`config.mk`:
```
export PLATFORM = sky130hd
export DESIGN_NAME = tj_convert
export DESIGN_NICKNAME = d
export VERILOG_FILES = /design/src/rtl/tj_pkg.sv /design/src/rtl/tj_sample_avg.sv /design/src/rtl/tj_trim_sel.sv /design/src/rtl/tj_seq_div.sv /design/src/rtl/tj_convert.sv
export SDC_FILE = /design/constraint.sdc
export NUM_CORES = 2
export LEC_CHECK = 0
export ABC_AREA = 1
export CAP_MARGIN = 20
export CELL_PAD_IN_SITES_DETAIL_PLACEMENT = 0
export CELL_PAD_IN_SITES_GLOBAL_PLACEMENT = 1
export CORE_ASPECT_RATIO = 1.5
export CORE_MARGIN = 8
export CORE_UTILIZATION = 52
export DETAILED_ROUTE_END_ITERATION = 16
export PLACE_DENSITY_LB_ADDON = 0.08
export SLEW_MARGIN = 20
export SYNTH_ARGS = -nofsm -noshare
export SYNTH_HDL_FRONTEND = slang
export SYNTH_HIERARCHICAL = 1
export SYNTH_SLANG_ARGS = --single-unit
```
`constraint.sdc`:
```
create_clock -name clk -period 12.7 [get_ports clk]
set_input_delay 1.27 -clock clk [delete_from_list [all_inputs] [get_ports clk]]
set_output_delay 1.27 -clock clk [all_outputs]
set_load 0.005 [all_outputs]
```
`src/rtl/tj_pkg.sv`:
```
package tj_pkg;
  localparam int unsigned DW = 32;

  localparam logic [DW-1:0] CORR_SCALE = 32'd1000000;
  localparam logic [DW-1:0] CORR_COEF  = 32'd13;
  localparam logic [DW-1:0] SPAN_MC    = 32'd165000;
  localparam logic [DW-1:0] OFFSET_MC  = 32'd40000;
  localparam logic [DW-1:0] GRAN_MC    = 32'd500;
  // multiple of GRAN_MC that lifts every reachable temperature above zero
  localparam logic [DW-1:0] ROUND_BIAS = 32'd1000000000;

  localparam int unsigned DEF_CAL_HI = 3148;
  localparam int unsigned DEF_CAL_LO = 503;
  localparam int unsigned TRIM_VALID_BIT = 31;

  typedef enum logic [2:0] {
    ST_IDLE,
    ST_CORR,
    ST_SLOPE,
    ST_MULT,
    ST_ROUND
  } conv_state_t;
endpackage

```
`src/rtl/tj_sample_avg.sv`:
```
module tj_sample_avg #(
  parameter int unsigned CODE_W = 12,
  parameter int unsigned NSAMP  = 8
) (
  input  logic              clk,
  input  logic              rst_n,
  input  logic              take,
  input  logic [CODE_W-1:0] code,
  output logic              batch_done,
  output logic [CODE_W-1:0] avg
);
  localparam int unsigned CNT_W = $clog2(NSAMP);
  localparam int unsigned SUM_W = CODE_W + CNT_W;

  logic [CNT_W-1:0] cnt_q, cnt_d;
  logic [SUM_W-1:0] sum_q, sum_d;
  logic [SUM_W-1:0] sum_inc;
  logic             last;

  assign sum_inc    = sum_q + SUM_W'(code);
  assign last       = (cnt_q == CNT_W'(NSAMP - 1));
  assign batch_done = take & last;
  assign avg        = CODE_W'(sum_inc >> CNT_W);

  always_comb begin
    cnt_d = cnt_q;
    sum_d = sum_q;
    if (take) begin
      if (last) begin
        cnt_d = '0;
        sum_d = '0;
      end else begin
        cnt_d = cnt_q + CNT_W'(1);
        sum_d = sum_inc;
      end
    end
  end

  always_ff @(posedge clk or negedge rst_n) begin
    if (!rst_n) begin
      cnt_q <= '0;
      sum_q <= '0;
    end else if (take) begin
      cnt_q <= cnt_d;
      sum_q <= sum_d;
    end
  end
endmodule

```
`src/rtl/tj_trim_sel.sv`:
```
module tj_trim_sel #(
  parameter int unsigned CODE_W  = 12,
  parameter int unsigned DEF_VAL = 0
) (
  input  logic [31:0]       trim,
  output logic [CODE_W-1:0] cal
);
  logic unused_bits;
  assign unused_bits = ^trim[30:CODE_W];

  assign cal = trim[tj_pkg::TRIM_VALID_BIT] ? trim[CODE_W-1:0] : CODE_W'(DEF_VAL);
endmodule

```
`src/rtl/tj_seq_div.sv`:
```
module tj_seq_div #(
  parameter int unsigned W = 32
) (
  input  logic         clk,
  input  logic         rst_n,
  input  logic         start,
  input  logic [W-1:0] num,
  input  logic [W-1:0] den,
  output logic         done,
  output logic [W-1:0] quo,
  output logic [W-1:0] rem
);
  localparam int unsigned CW = $clog2(W + 1);

  logic [W-1:0]  rem_q, rem_d;
  logic [W-1:0]  quo_q, quo_d;
  logic [W-1:0]  den_q, den_d;
  logic [CW-1:0] cnt_q, cnt_d;
  logic          run_q, run_d;
  logic          done_q, done_d;
  logic [W:0]    shifted;
  logic [W:0]    trial;

  assign shifted = {rem_q, quo_q[W-1]};
  assign trial   = shifted - {1'b0, den_q};

  always_comb begin
    rem_d  = rem_q;
    quo_d  = quo_q;
    den_d  = den_q;
    cnt_d  = cnt_q;
    run_d  = run_q;
    done_d = 1'b0;
    if (start) begin
      rem_d = '0;
      quo_d = num;
      den_d = den;
      cnt_d = CW'(W);
      run_d = 1'b1;
    end else if (run_q) begin
      if (!trial[W]) begin
        rem_d = trial[W-1:0];
        quo_d = {quo_q[W-2:0], 1'b1};
      end else begin
        rem_d = shifted[W-1:0];
        quo_d = {quo_q[W-2:0], 1'b0};
      end
      cnt_d = cnt_q - CW'(1);
      if (cnt_q == CW'(1)) begin
        run_d  = 1'b0;
        done_d = 1'b1;
      end
    end
  end

  always_ff @(posedge clk or negedge rst_n) begin
    if (!rst_n) begin
      rem_q  <= '0;
      quo_q  <= '0;
      den_q  <= '0;
      cnt_q  <= '0;
      run_q  <= 1'b0;
      done_q <= 1'b0;
    end else begin
      rem_q  <= rem_d;
      quo_q  <= quo_d;
      den_q  <= den_d;
      cnt_q  <= cnt_d;
      run_q  <= run_d;
      done_q <= done_d;
    end
  end

  assign done = done_q;
  assign quo  = quo_q;
  assign rem  = rem_q;
endmodule

```
`src/rtl/tj_convert.sv`:
```
module tj_convert #(
  parameter int unsigned CODE_W = 12,
  parameter int unsigned NSAMP  = 8
) (
  input  logic              clk,
  input  logic              rst_n,
  input  logic              code_vld,
  input  logic [CODE_W-1:0] code,
  input  logic [31:0]       trim_hi,
  input  logic [31:0]       trim_lo,
  output logic              busy,
  output logic              temp_vld,
  output logic [31:0]       temp_mc,
  output logic              cal_err
);
  import tj_pkg::*;

  conv_state_t state_q, state_d;

  logic              take;
  logic              batch_done;
  logic [CODE_W-1:0] avg;
  logic [CODE_W-1:0] cal_hi_w, cal_lo_w;
  logic [CODE_W-1:0] cal_hi_q, cal_hi_d;
  logic [CODE_W-1:0] cal_lo_q, cal_lo_d;
  logic [DW-1:0]     corr_q, corr_d;
  logic [DW-1:0]     slope_q, slope_d;
  logic [DW-1:0]     val_q, val_d;
  logic [DW-1:0]     temp_q, temp_d;
  logic              vld_q, vld_d;
  logic              err_q, err_d;
  logic              dstart_q, dstart_d;
  logic [DW-1:0]     dnum_q, dnum_d;
  logic [DW-1:0]     dden_q, dden_d;
  logic              ddone;
  logic [DW-1:0]     dquo, drem;
  logic signed [DW-1:0] diff_w, val_w;

  assign take = code_vld & (state_q == ST_IDLE);

  tj_sample_avg #(.CODE_W(CODE_W), .NSAMP(NSAMP)) u_avg (
    .clk        (clk),
    .rst_n      (rst_n),
    .take       (take),
    .code       (code),
    .batch_done (batch_done),
    .avg        (avg)
  );

  tj_trim_sel #(.CODE_W(CODE_W), .DEF_VAL(DEF_CAL_HI)) u_trim_hi (
    .trim (trim_hi),
    .cal  (cal_hi_w)
  );

  tj_trim_sel #(.CODE_W(CODE_W), .DEF_VAL(DEF_CAL_LO)) u_trim_lo (
    .trim (trim_lo),
    .cal  (cal_lo_w)
  );

  tj_seq_div #(.W(DW)) u_div (
    .clk   (clk),
    .rst_n (rst_n),
    .start (dstart_q),
    .num   (dnum_q),
    .den   (dden_q),
    .done  (ddone),
    .quo   (dquo),
    .rem   (drem)
  );

  // two-point line before rounding; operands are far below the 32-bit limits
  assign diff_w = $signed(corr_q) - $signed(DW'(cal_lo_q));
  assign val_w  = diff_w * $signed(slope_q) - $signed(OFFSET_MC);

  always_comb begin
    state_d  = state_q;
    cal_hi_d = cal_hi_q;
    cal_lo_d = cal_lo_q;
    corr_d   = corr_q;
    slope_d  = slope_q;
    val_d    = val_q;
    temp_d   = temp_q;
    vld_d    = 1'b0;
    err_d    = 1'b0;
    dstart_d = 1'b0;
    dnum_d   = dnum_q;
    dden_d   = dden_q;
    unique case (state_q)
      ST_IDLE: begin
        if (batch_done) begin
          cal_hi_d = cal_hi_w;
          cal_lo_d = cal_lo_w;
          if (cal_hi_w <= cal_lo_w) begin
            err_d = 1'b1;
          end else begin
            state_d  = ST_CORR;
            dstart_d = 1'b1;
            dnum_d   = DW'(avg) * CORR_SCALE;
            dden_d   = CORR_SCALE + DW'(avg) * CORR_COEF;
          end
        end
      end
      ST_CORR: begin
        if (ddone) begin
          corr_d   = dquo;
          state_d  = ST_SLOPE;
          dstart_d = 1'b1;
          dnum_d   = SPAN_MC;
          dden_d   = DW'(cal_hi_q) - DW'(cal_lo_q);
        end
      end
      ST_SLOPE: begin
        if (ddone) begin
          slope_d = dquo;
          state_d = ST_MULT;
        end
      end
      ST_MULT: begin
        val_d    = val_w;
        state_d  = ST_ROUND;
        dstart_d = 1'b1;
        dnum_d   = val_w + ROUND_BIAS;
        dden_d   = GRAN_MC;
      end
      ST_ROUND: begin
        if (ddone) begin
          temp_d  = (drem == '0) ? val_q : val_q + (GRAN_MC - drem);
          vld_d   = 1'b1;
          state_d = ST_IDLE;
        end
      end
      default: state_d = ST_IDLE;
    endcase
  end

  always_ff @(posedge clk or negedge rst_n) begin
    if (!rst_n) begin
      state_q  <= ST_IDLE;
      cal_hi_q <= '0;
      cal_lo_q <= '0;
      corr_q   <= '0;
      slope_q  <= '0;
      val_q    <= '0;
      temp_q   <= '0;
      vld_q    <= 1'b0;
      err_q    <= 1'b0;
      dstart_q <= 1'b0;
      dnum_q   <= '0;
      dden_q   <= '0;
    end else begin
      state_q  <= state_d;
      cal_hi_q <= cal_hi_d;
      cal_lo_q <= cal_lo_d;
      corr_q   <= corr_d;
      slope_q  <= slope_d;
      val_q    <= val_d;
      temp_q   <= temp_d;
      vld_q    <= vld_d;
      err_q    <= err_d;
      dstart_q <= dstart_d;
      dnum_q   <= dnum_d;
      dden_q   <= dden_d;
    end
  end

  assign busy     = (state_q != ST_IDLE);
  assign temp_vld = vld_q;
  assign temp_mc  = temp_q;
  assign cal_err  = err_q;
endmodule

```
==> metrics.cfg <==
[status]
status = finished clean

[setup_path]
cpPeakStageDelay_ps = 790
worstPathRequired_ps = 13140
critPathKind = register to register
crit_fanout = 18
start_kind = register
cpMostUsedCell = fa_1
worstPathArrival_ps = 11090
cp_slowest_cell = clkinv_1
endpoint_kind = register

[synth]
synth_top_area_cell = fa_1
syn_avg_cell_area_um2 = 7.48
syn_nets = 6617
synth_edf_count = 0
ys_top_cells_by_area = fa_1 (23%), dfrtp_1 (20%), nand2_1 (12%)
synth_cell_types = 61
syn_area_um2 = 42300
yosysWarningCount = 6
synth_ff_type = dfrtp_1
seq_area_frac_synth = 0.197
syn_inst = 5661
ys_ff_latch = 334
synth_top_area_frac = 0.226
async_flop_share = 1.00

[drt]
drc = 0
drt-initial-drc-count = 1913
wl_per_cell_um = 19.5
wirelength_um = 132000
routed_via_density = 5.29
firstDrtPassIters = 6
num_vias = 35635
ant_nets = 0

[grt]
grt_use_met2 = 0.552
gr-usage-met3 = 0.0221
grt_pass1_wl_um = 205000
met1_usage = 0.308
gr-usage-all-layers = 0.290
grt_pass1_vias = 36919
gr-max-usage-layer = met2
grt-ovfl-total = 0
antenna_found_initial = 0
grt_max_degree = 144

[timing]
holdWs_ps = 474
skew_ps = 25.1
maxSlewViolCount = 0
final-hold-violation-count = 0
maxClockFrequency_ghz = 0.0939
setup_viol = 0
worstMarginPinSlew_ps = 1000
finalCritPeriodShare = 0.839
relSlewSlack = 0.331
rsz0062_at_grt = false
tns_ps = 0
layout_setup_ws_ps = 2050
finalCriticalPeriod_ps = 10650

[finish]
drive_gt1_frac = 0.0439
fillerInstances = 7921
synthToLayoutAreaGrowth_pct = 7.16
nNetsFinal = 6627
final_util = 0.561
n_antenna_cell = 0

[clocking]
cts_tree = built
cts-root-buf = clkbuf_16
clk_latency_ps = 590
cts_buffers = 37
clk_pin_slew_ps = 60
clock_path_buffers = 3
cts_resized = 0
cts.sinks = 334
postCtsHoldBufs = 0
post_cts_buffers = 0
htreeDepth = 2

[placement]
gp_congestion = 0.955
numPortBuffers = 75
place_ws_ps = 2090
dpl.hpwl_um = 109000

[floorplanning]
initial_core_util = 0.524
io_pins = 114
die_w_um = 249
coreArea_um2 = 80900
die_h_um = 365
die_area_um2 = 91000
rows = 128

[run]
max_cap_viol_count = 0

[worst_hold_path]
min_path_type = register to register

[cell usage after synthesis, types with 14 or more instances]
cell type / number
nand4_1: 44
nand2_2: 45
xnor2_1: 52
fa_1: 478
xor2_1: 50
a21oi_1: 213
o21bai_1: 16
clkinv_1: 14
nand3b_1: 20
dfrtp_1: 334
inv_1: 1221
ha_1: 399
nand2_1: 1362
nor4_1: 14
nor2_1: 535
o21ai_0: 241
clkbuf_1: 125
inv_2: 27
nand3_1: 231
nor3_1: 19
o221ai_1: 29
a31oi_1: 23
[through the flow]
stage	instances	instance area, µm²
floorplan	5661	42300
global placement	6672	44100
detailed placement	6672	44100
CTS	6738	45400
global route	6738	45400
finish	6738	45400
[area by class of cell]
cell class	instances	area [µm²]	area share
Multi-Input combinational cell	3917	28600	0.631
Sequential cell	334	8360	0.184
Clock inverter	21	258	0.00568
Tap cell	1040	1300	0.0287
Timing Repair Buffer	119	1100	0.0242
Clock buffer	45	976	0.0215
Inverter	1262	4740	0.104
[final timing paths]
check | start | to | slack [ps] | cells after the start
worst max-delay path | cal_lo_q[0]$_DFFE_PN0P_ | dnum_q[30]$_DFFE_PN0P_ | 2050 | 38
worst min-delay path | dnum_q[2]$_DFFE_PN0P_ | dnum_q[2]$_DFFE_PN0P_ | 470 | 2
worst max register to register | cal_lo_q[0]$_DFFE_PN0P_ | dnum_q[30]$_DFFE_PN0P_ | 2050 | 38
worst min register to register | dnum_q[2]$_DFFE_PN0P_ | dnum_q[2]$_DFFE_PN0P_ | 470 | 2
max in group asynchronous | rst_n | dnum_q[25]$_DFFE_PN0P_ | 9900 | 3
min in group asynchronous | rst_n | u_div/den_q[21]$_DFFE_PN0P_ | 610 | 1
[cells by family (layout without fill, tap and decap cells)]
logic type / Yosys count / in the layout / synth area share
AND/OR/NAND/NOR: 2328 / 2328 / 0.228
adder cells (fa/ha/maj): 877 / 877 / 0.344
buffers and inverters: 1410 / 1447 / 0.127
AO/OA/AOI/OAI: 605 / 605 / 0.0813
XOR/XNOR: 107 / 107 / 0.0230
flip-flops: 334 / 334 / 0.197
[worst max-delay path: cells and delay by family, from the launching register on]
family          cells  cell delay [ps]
xor+xnor            1              560
flops               1              400
simple gates       13             1810
compound gates      6             1460
fa+ha+maj          11             4950
buf+inv             7             1320
[cell usage in the layout (no fill, tap or decap), drive strengths merged, types with 2 or more instances in the layout]
cell | synthesis | routed
nand2 | 1414 | 1414
inv | 1248 | 1252
nor2 | 549 | 549
fa | 478 | 478
ha | 399 | 399
dfrtp | 334 | 334
o21ai | 259 | 259
nand3 | 242 | 242
a21oi | 221 | 221
clkdlybuf4s50 | 0 | 74
xor2 | 54 | 54
xnor2 | 53 | 53
nand4 | 45 | 45
buf | 22 | 45
clkbuf | 126 | 45
o221ai | 29 | 29
clkinv | 14 | 25
a31oi | 23 | 23
nand3b | 20 | 20
nor3 | 20 | 20
o21bai | 17 | 17
nor4 | 14 | 14
and2 | 13 | 13
o211ai | 13 | 13
o21a | 12 | 12
or2 | 8 | 8
a21o | 5 | 5
o22ai | 5 | 5
a22oi | 4 | 4
o31ai | 4 | 4
a21boi | 4 | 4
nor3b | 3 | 3
clkinvlp | 0 | 3
bufinv | 0 | 3
o211a | 2 | 2
a31o | 2 | 2
a22o | 2 | 2
[routing by layer]
| metal | up-vias | share of wire |
|---|---|---|
| li1 | 17286 | - |
| met1 | 17222 | 0.37 |
| met2 | 781 | 0.53 |
| met3 | 346 | 0.029 |
| met4 | 0 | 0.075 |
| met5 | - | 0 |
[flip-flops by register name, indices dropped and copies added, names as in the netlist]
| name | cells |
|---|---|
| cal_err | 1 |
| cal_hi_q | 12 |
| cal_lo_q | 12 |
| corr_q | 32 |
| dden_q | 22 |
| dnum_q | 32 |
| dstart_q | 1 |
| slope_q | 32 |
| state_q | 3 |
| temp_mc | 32 |
| temp_vld | 1 |
| u_avg/cnt_q | 3 |
| u_avg/sum_q | 15 |
| u_div/cnt_q | 6 |
| u_div/den_q | 32 |
| u_div/done | 1 |
| u_div/quo | 32 |
| u_div/rem | 32 |
| u_div/run_q | 1 |
| val_q | 32 |
Power is not shown: default switching activity piles up to over one toggle a cycle in this logic, so the estimate is an artifact.
